--- src/rtl/tmr_pkg.sv ---
`timescale 1ns/1ps
package tmr_pkg;
  localparam int PRE_W = 12;

  localparam int OFS_CTRL = 'h00;
  localparam int OFS_STAT = 'h04;
  localparam int OFS_LOAD = 'h08;
  localparam int OFS_CMP  = 'h0C;
  localparam int OFS_CNT  = 'h10;

  localparam int B_EN    = 0;
  localparam int B_ENMOD = 1;
  localparam int B_IEN   = 2;
  localparam int B_RLD   = 3;
  localparam int B_PRE   = 4;
  localparam int B_SWR   = 16;
  localparam int B_IOVW  = 17;
  localparam int B_OM    = 22;
  localparam int B_SRC   = 24;
  localparam logic [31:0] CTRL_KEEP = 32'h03EE_FFFF;

  typedef struct packed {
    logic loadCnt;
    logic startCnt;
    logic swReset;
    logic clrFlag;
  } strobe_t;

  typedef struct packed {
    logic       enable;
    logic       reload;
    logic       irqEn;
    logic [1:0] srcSel;
    logic [1:0] outMode;
  } cfg_t;
endpackage

--- src/rtl/tmr_ctrl.sv ---
`timescale 1ns/1ps
module tmr_ctrl import tmr_pkg::*; #(
  parameter int DW = 32,
  parameter int AW = 5
) (
  input  logic             clk,
  input  logic             rstN,
  input  logic [AW-1:0]    busAddr,
  input  logic             busWe,
  input  logic [DW-1:0]    busWdata,
  output logic [DW-1:0]    busRdata,
  input  logic [DW-1:0]    cntVal,
  input  logic             flag,
  output strobe_t          stb,
  output cfg_t             cfg,
  output logic [PRE_W-1:0] presc,
  output logic [DW-1:0]    loadVal,
  output logic [DW-1:0]    cmpVal
);
  localparam logic [DW-1:0] KEEP = DW'(CTRL_KEEP);

  logic [DW-1:0] ctrlReg, loadReg, cmpReg;
  logic wrCtrl, wrStat, wrLoad, wrCmp;

  assign wrCtrl = busWe && (busAddr == AW'(OFS_CTRL));
  assign wrStat = busWe && (busAddr == AW'(OFS_STAT));
  assign wrLoad = busWe && (busAddr == AW'(OFS_LOAD));
  assign wrCmp  = busWe && (busAddr == AW'(OFS_CMP));

  assign stb.swReset  = wrCtrl && busWdata[B_SWR];
  assign stb.startCnt = wrCtrl && !busWdata[B_SWR] && busWdata[B_EN]
                        && busWdata[B_ENMOD] && !ctrlReg[B_EN];
  assign stb.loadCnt  = wrLoad && ctrlReg[B_IOVW];
  assign stb.clrFlag  = wrStat && busWdata[0];

  always_ff @(posedge clk or negedge rstN) begin
    if (!rstN) begin
      ctrlReg <= '0;
      loadReg <= '1;
      cmpReg  <= '0;
    end else if (stb.swReset) begin
      ctrlReg <= '0;
      loadReg <= '1;
      cmpReg  <= '0;
    end else begin
      if (wrCtrl) ctrlReg <= busWdata & KEEP;
      if (wrLoad) loadReg <= busWdata;
      if (wrCmp)  cmpReg  <= busWdata;
    end
  end

  assign cfg.enable  = ctrlReg[B_EN];
  assign cfg.reload  = ctrlReg[B_RLD];
  assign cfg.irqEn   = ctrlReg[B_IEN];
  assign cfg.srcSel  = ctrlReg[B_SRC +: 2];
  assign cfg.outMode = ctrlReg[B_OM +: 2];
  assign presc       = ctrlReg[B_PRE +: PRE_W];
  assign loadVal     = loadReg;
  assign cmpVal      = cmpReg;

  always_comb begin
    busRdata = '0;
    if      (busAddr == AW'(OFS_CTRL)) busRdata = ctrlReg;
    else if (busAddr == AW'(OFS_STAT)) busRdata = {{(DW-1){1'b0}}, flag};
    else if (busAddr == AW'(OFS_LOAD)) busRdata = loadReg;
    else if (busAddr == AW'(OFS_CMP))  busRdata = cmpReg;
    else if (busAddr == AW'(OFS_CNT))  busRdata = cntVal;
  end

  // software reset leaves the registers at reset values
  p_swr_regs_r11: assert property (@(posedge clk) disable iff (!rstN)
    stb.swReset |=> (ctrlReg == '0 && loadReg == '1 && cmpReg == '0));

  // reserved control bits never hold a one
  p_ctrl_keep_r1: assert property (@(posedge clk) disable iff (!rstN)
    wrCtrl |=> ((ctrlReg & ~KEEP) == '0));
endmodule

--- src/rtl/tmr_dpath.sv ---
`timescale 1ns/1ps
module tmr_dpath import tmr_pkg::*; #(
  parameter int DW   = 32,
  parameter int NSRC = 3
) (
  input  logic             clk,
  input  logic             rstN,
  input  strobe_t          stb,
  input  cfg_t             cfg,
  input  logic [PRE_W-1:0] presc,
  input  logic [DW-1:0]    loadVal,
  input  logic [DW-1:0]    cmpVal,
  input  logic [DW-1:0]    busWdata,
  input  logic [NSRC-1:0]  tickIn,
  output logic [DW-1:0]    cntVal,
  output logic             flag,
  output logic             irq,
  output logic             pinOut
);
  logic [PRE_W-1:0] preCnt;
  logic [DW-1:0]    cntReg, cntNext;
  logic             srcTick, srcEn, tick, hit, flagReg, pinReg, quiet;

  always_comb begin
    srcTick = 1'b0;
    for (int i = 0; i < NSRC; i++)
      if (cfg.srcSel == 2'(i + 1)) srcTick = tickIn[i];
  end

  assign srcEn   = cfg.enable && srcTick;
  assign tick    = srcEn && (preCnt >= presc);
  assign quiet   = !stb.loadCnt && !stb.startCnt && !stb.swReset;
  assign cntNext = (cntReg == '0) ? (cfg.reload ? loadVal : '1) : cntReg - 1'b1;
  assign hit     = tick && quiet && (cntNext == cmpVal);

  always_ff @(posedge clk or negedge rstN) begin
    if (!rstN)                            preCnt <= '0;
    else if (stb.swReset || stb.startCnt) preCnt <= '0;
    else if (srcEn)                       preCnt <= tick ? '0 : preCnt + 1'b1;
  end

  always_ff @(posedge clk or negedge rstN) begin
    if (!rstN)             cntReg <= '1;
    else if (stb.swReset)  cntReg <= '1;
    else if (stb.loadCnt)  cntReg <= busWdata;
    else if (stb.startCnt) cntReg <= loadVal;
    else if (tick)         cntReg <= cntNext;
  end

  always_ff @(posedge clk or negedge rstN) begin
    if (!rstN)            flagReg <= 1'b0;
    else if (stb.swReset) flagReg <= 1'b0;
    else if (hit)         flagReg <= 1'b1;
    else if (stb.clrFlag) flagReg <= 1'b0;
  end

  always_ff @(posedge clk or negedge rstN) begin
    if (!rstN)            pinReg <= 1'b0;
    else if (stb.swReset) pinReg <= 1'b0;
    else if (hit) begin
      case (cfg.outMode)
        2'd1:    pinReg <= ~pinReg;
        2'd2:    pinReg <= 1'b0;
        2'd3:    pinReg <= 1'b1;
        default: pinReg <= pinReg;
      endcase
    end
  end

  assign cntVal = cntReg;
  assign flag   = flagReg;
  assign irq    = flagReg && cfg.irqEn;
  assign pinOut = (cfg.outMode == 2'd0) ? 1'b0 : pinReg;

  p_frozen_r2: assert property (@(posedge clk) disable iff (!rstN)
    (cfg.srcSel == 2'd0 && quiet) |=> $stable(cntReg));

  p_idle_r12: assert property (@(posedge clk) disable iff (!rstN)
    (!cfg.enable && quiet) |=> $stable(cntReg));

  p_step_r3: assert property (@(posedge clk) disable iff (!rstN)
    (tick && quiet && cntReg != '0) |=> (cntReg == $past(cntReg) - 1'b1));

  p_wrap_r5: assert property (@(posedge clk) disable iff (!rstN)
    (tick && quiet && cntReg == '0 && !cfg.reload) |=> (cntReg == '1));

  p_sticky_r7: assert property (@(posedge clk) disable iff (!rstN)
    (flagReg && !stb.clrFlag && !stb.swReset) |=> flagReg);

  p_swr_state_r11: assert property (@(posedge clk) disable iff (!rstN)
    stb.swReset |=> (cntReg == '1 && !flagReg && !pinReg));
endmodule

--- src/rtl/dcount_timer.sv ---
`timescale 1ns/1ps
module dcount_timer import tmr_pkg::*; #(
  parameter int DW   = 32,
  parameter int AW   = 5,
  parameter int NSRC = 3
) (
  input  logic            clk,
  input  logic            rstN,
  input  logic [AW-1:0]   busAddr,
  input  logic            busWe,
  input  logic [DW-1:0]   busWdata,
  output logic [DW-1:0]   busRdata,
  input  logic [NSRC-1:0] tickIn,
  output logic            irqOut,
  output logic            cmpPin
);
  strobe_t          stb;
  cfg_t             cfg;
  logic [PRE_W-1:0] presc;
  logic [DW-1:0]    loadVal, cmpVal, cntVal;
  logic             flag;

  tmr_ctrl #(.DW(DW), .AW(AW)) u_ctrl (
    .clk(clk), .rstN(rstN), .busAddr(busAddr), .busWe(busWe),
    .busWdata(busWdata), .busRdata(busRdata), .cntVal(cntVal), .flag(flag),
    .stb(stb), .cfg(cfg), .presc(presc), .loadVal(loadVal), .cmpVal(cmpVal)
  );

  tmr_dpath #(.DW(DW), .NSRC(NSRC)) u_dpath (
    .clk(clk), .rstN(rstN), .stb(stb), .cfg(cfg), .presc(presc),
    .loadVal(loadVal), .cmpVal(cmpVal), .busWdata(busWdata), .tickIn(tickIn),
    .cntVal(cntVal), .flag(flag), .irq(irqOut), .pinOut(cmpPin)
  );
endmodule

--- config.mk ---
export PLATFORM = sky130hd
export DESIGN_NAME = dcount_timer
export DESIGN_NICKNAME = d
export VERILOG_FILES = /design/src/rtl/tmr_pkg.sv /design/src/rtl/tmr_ctrl.sv /design/src/rtl/tmr_dpath.sv /design/src/rtl/dcount_timer.sv
export SDC_FILE = /design/constraint.sdc
export NUM_CORES = 1
export LEC_CHECK = 0
export CAP_MARGIN = 20
export CORE_UTILIZATION = 42
export DETAILED_ROUTE_END_ITERATION = 7
export PLACE_DENSITY_LB_ADDON = 0.1
export SLEW_MARGIN = 15
export SYNTH_ARGS = -nofsm -noshare
export SYNTH_HDL_FRONTEND = slang
export SYNTH_HIERARCHICAL = 1
export SYNTH_SLANG_ARGS = --single-unit
--- constraint.sdc ---
create_clock -name clk -period 3.17 [get_ports clk]
set_input_delay 0.634 -clock clk [delete_from_list [all_inputs] [get_ports clk]]
set_output_delay 0.634 -clock clk [all_outputs]
set_load 0.005 [all_outputs]
==> impl_metrics.yaml <==
clocking:
  clock_path_buffers: 2
  root_buffer: "sky130_fd_sc_hd__clkbuf_16"
  clk_pin_slew_worst_paths_ns: 0.07
  tritoncts: "done"
  clock_sinks: 134
  clock_insertion_delay_worst_skew_ns: 0.44
  clock_tree.htree_level_count: 4
  tritoncts.num_buffers: 17
global_routing:
  grt_first_pass_wirelength_um: 69080
  grt_start_max_net_pins: 65
  gr-usage-all-layers_pct: 38.16
  grt_pass1_vias: 11010
  grt-ovfl-total: 0
  grt_antenna_before_repair: 0
sta:
  max_clock_freq_mhz: 287.0
  fin_worst_skew_ns: 0.01884
  grt_setup_unrepaired: "true"
  slew_violations: 0
  period_minus_slack_ns: 3.485
  finalCritPeriodShare_pct: 109.9
  timing.max_slew.rel_slack_pct: 37.09
  final-setup-viol-count: 2
  worst_hold_slack_across_all_endpoints_ns: 0.1259
  final_critical_path_setup_slack_ns: -0.3147
  hold_viol: 0
  worst_slew_pin_slew_ns: 0.9199
power:
  power_per_cell_area_nw_per_um2: 596.8
  p_leak_nw: 6.278
  pwr-share-clk_pct: 24.1
  internal-power_w: 0.005048
  share_of_total_power_consumed_by_net_switching_pct: 39.10
  net-switching-power_w: 0.003240
  ir_drop_v: 0.0002811
  comb_power_share_pct: 40.8
  seq_power_share_pct: 35.1
yosys:
  synth_cells: 1292
  summed_instance_area_of_the_synthesized_netlist_sq_um: 10210
  syn_avg_cell_area_sq_um: 7.901
  net_count_of_the_mapped_netlist: 1352
  ys_ff_latch: 134
  synth_enable_flop_cells: 0
  proportion_of_synthesized_flip_flops_having_asynchronous_set_or_reset_pct: 100.0
  synth.yosys.seq_area_share_pct: 33.63
  ys.warnings.count: 6
  synth_cell_type_count: 87
  ys_dominant_reg_cell: "sky130_fd_sc_hd__dfrtp_1"
run_status:
  violations: "negative setup slack"
  outcome: "finished with violations"
place:
  port-buffer-count: 76
  place.gp.congestion: 0.9877
  post-dp-hpwl_um: 32550
  number_of_cells_in_the_design_after_placement: 1778
  post_dp_cell_area_sq_um: 12470
cells_and_area:
  fin_nets: 1579
  layout_common_cells: "sky130_fd_sc_hd__buf_4 (211), sky130_fd_sc_hd__nand2_1 (147), sky130_fd_sc_hd__a21oi_1 (99)"
  post_route_cells_drive_above_1_share_pct: 27.42
  diodes: 0
  stdcell_area_sq_um: 13890
  area_growth_pct: 36.03
  n_fill_cell: 2289
  final_util_pct: 58.64
  layout_commonest_cell: "sky130_fd_sc_hd__buf_4"
  final_cells: 1851
floorplanning:
  placeableCoreArea_sq_um: 23680
  fp-row-count: 56
  io_pins: 77
  floorplan.die_area_sq_um: 24930
  initial_core_util_pct: 43.11
  die_w_um: 157.9
  fp.dieH_um: 157.9
setup_path:
  arrival_ns: 3.79
  cpPeakStageDelay_ns: 0.59
  ff2ff_setup_slack_ns: -0.31
  crit_path_start_kind: "flip-flop"
  crit_path_top_delay_cell: "sky130_fd_sc_hd__or4_4"
  path_cells: "or4_4 > or4_4 > buf_12 > buf_4 > o31ai_2 > o21ai_1 > xnor2_2 > a2111o_1 > nor4_2 > buf_4 > o2111ai_2 > mux2i_1"
  critical_path_required_time_ns: 3.48
  setup.worst_path.class: "flip-flop to flip-flop"
  timing.critical_path.fanout_max: 4
  critical_path.reg2reg.endpoint: "u_dpath/pinReg"
  reg2reg_depth: 12
  setup.worst_path.end_class: "flip-flop"
  timing.rr.start: "u_dpath/cntVal[19]"
drt:
  drt_iter0_drc: 1124
  drtPass1Iterations: 5
  drt.antenna.violating_nets: 0
  drc_violations_left: 0
  detail_route.wirelength_um: 47090
  routedWlPerCell_um: 25.44
  vias: 11500
  vias_per_cell: 6.213
flow_run:
  drv_cap: 0
min_path:
  hold_class: "primary input to asynchronous set/reset pin"
-- stage by stage --
stage,TNS (ns),setup slack (ns),power [W]
detailed placement,-11.93,-0.4530,0.006063
CTS,-0.4318,-0.2574,0.008177
global placement,-11.37,-0.4355,0.006046
global route,-0.7185,-0.3913,0.008664
finish,-0.5787,-0.3147,0.008288
floorplan,0,0.009651,0.004503
-- power groups by stage --
stage / clock network, W / registers (W) / logic, W
2_1_floorplan: 0 / 0.00274 / 0.00177
3_3_place_gp: 0 / 0.00289 / 0.00315
3_5_place_dp: 0 / 0.00290 / 0.00316
4_1_cts: 0.00202 / 0.00288 / 0.00328
5_1_grt: 0.00208 / 0.00296 / 0.00363
6_report: 0.00199 / 0.00291 / 0.00338
-- flip-flops by register name, summed over array words and instances (netlist names) --
signal,count
u_ctrl/cmpVal,32
u_ctrl/ctrlReg,24
u_ctrl/loadVal,32
u_dpath/pinReg,1
u_dpath/flag,1
u_dpath/cntVal,32
u_dpath/preCnt,12
-- kinds of logic after synthesis --
| logic type | after synthesis | synth area share [%] |
|---|---|---|
| DFF | 134 | 33.63 |
| xor gates and xnor gates | 30 | 2.782 |
| muxes | 10 | 1.005 |
| adders and majority gates | 17 | 2.084 |
| buffers and inverters | 189 | 8.874 |
| and+or+nand+nor | 509 | 26.07 |
| AOI/OAI and AO/OA | 403 | 25.55 |
-- what timing repair did --
action | 4_1_cts | 5_1_grt
gates cloned | 6 | 2
setup buffers | 19 | 15
hold endpoints to repair | 0 | 0
pin swaps | 30 | 18
endpoints found under the setup margin | 34 | 27
resized for setup | 94 | 44
hold buffers | 0 | 0
-- how the worst max path moves through the flow --
stage                     endpoint               start  cells past startpoint
finish              u_dpath/pinReg  u_dpath/cntVal[19]                     12
global route        u_dpath/pinReg  u_dpath/cntVal[19]                     12
CTS                 u_dpath/pinReg  u_dpath/cntVal[21]                     12
detailed placement  u_dpath/pinReg          busAddr[3]                     14
global placement    u_dpath/pinReg          busAddr[3]                     14
floorplan           u_dpath/pinReg   u_dpath/cntVal[0]                     12
-- cells in the mapped netlist (all sizes together), types with 4 or more instances --
cell type | instances | area (sq um)
o22ai | 16 | 100.1
nand3 | 80 | 405.4
inv | 65 | 244.0
or2 | 7 | 43.79
ha | 17 | 212.7
o211ai | 5 | 37.54
o31ai | 7 | 52.55
nand2b | 15 | 93.84
o2bb2ai | 24 | 210.2
dfstp | 64 | 1682
nor2b | 18 | 115.1
a22oi | 20 | 150.1
or3 | 15 | 98.84
nor3 | 24 | 147.6
nor3b | 9 | 78.83
a22o | 24 | 210.2
a211o | 5 | 43.79
a31oi | 40 | 250.2
nand3b | 28 | 210.2
clkbuf | 68 | 255.2
or4 | 9 | 78.82
a21oi | 101 | 505.5
a311oi | 5 | 43.79
a21o | 9 | 67.56
buf | 55 | 402.9
o21ai | 89 | 445.4
nor2 | 97 | 364.1
nand4 | 15 | 100.1
dfrtp | 70 | 1752
a211oi | 25 | 187.7
xnor2 | 20 | 175.2
nand2 | 147 | 551.8
and3 | 11 | 68.82
a221oi | 4 | 35.03
and2 | 8 | 50.05
xor2 | 9 | 86.34
nor4 | 15 | 148.9
mux2i | 8 | 80.08
-- per-layer routing --
metal / track usage [%] / part of all wire, % / vias to the layer above
met5: 0 / 0 / -
met4: 16.87 / 4.1 / 0
met3: 5.995 / 7.7 / 96
met2: 60.60 / 45 / 575
met1: 51.05 / 43 / 5705
li1: - / - / 5125
-- critical path, delay by kind of cell (launching register included) --
kind            cells  cell delay [ns]
flops               1             0.37
buf+inv             3             0.47
compound gates      4             0.86
simple gates        3             1.30
xor+xnor            1             0.21
mux                 1             0.14
-- area by class of cell --
type	instances	area, sq um	share of cell area, %
Clock inverter	12	120.1	0.8649
Clock buffer	20	446.7	3.216
Tap cell	319	399.1	2.874
Sequential cell	134	3433	24.72
Multi-Input combinational cell	969	6102	43.94
Inverter	66	247.7	1.784
Timing Repair Buffer	331	3138	22.60
Note: power is estimated with default switching activity, not from simulation.
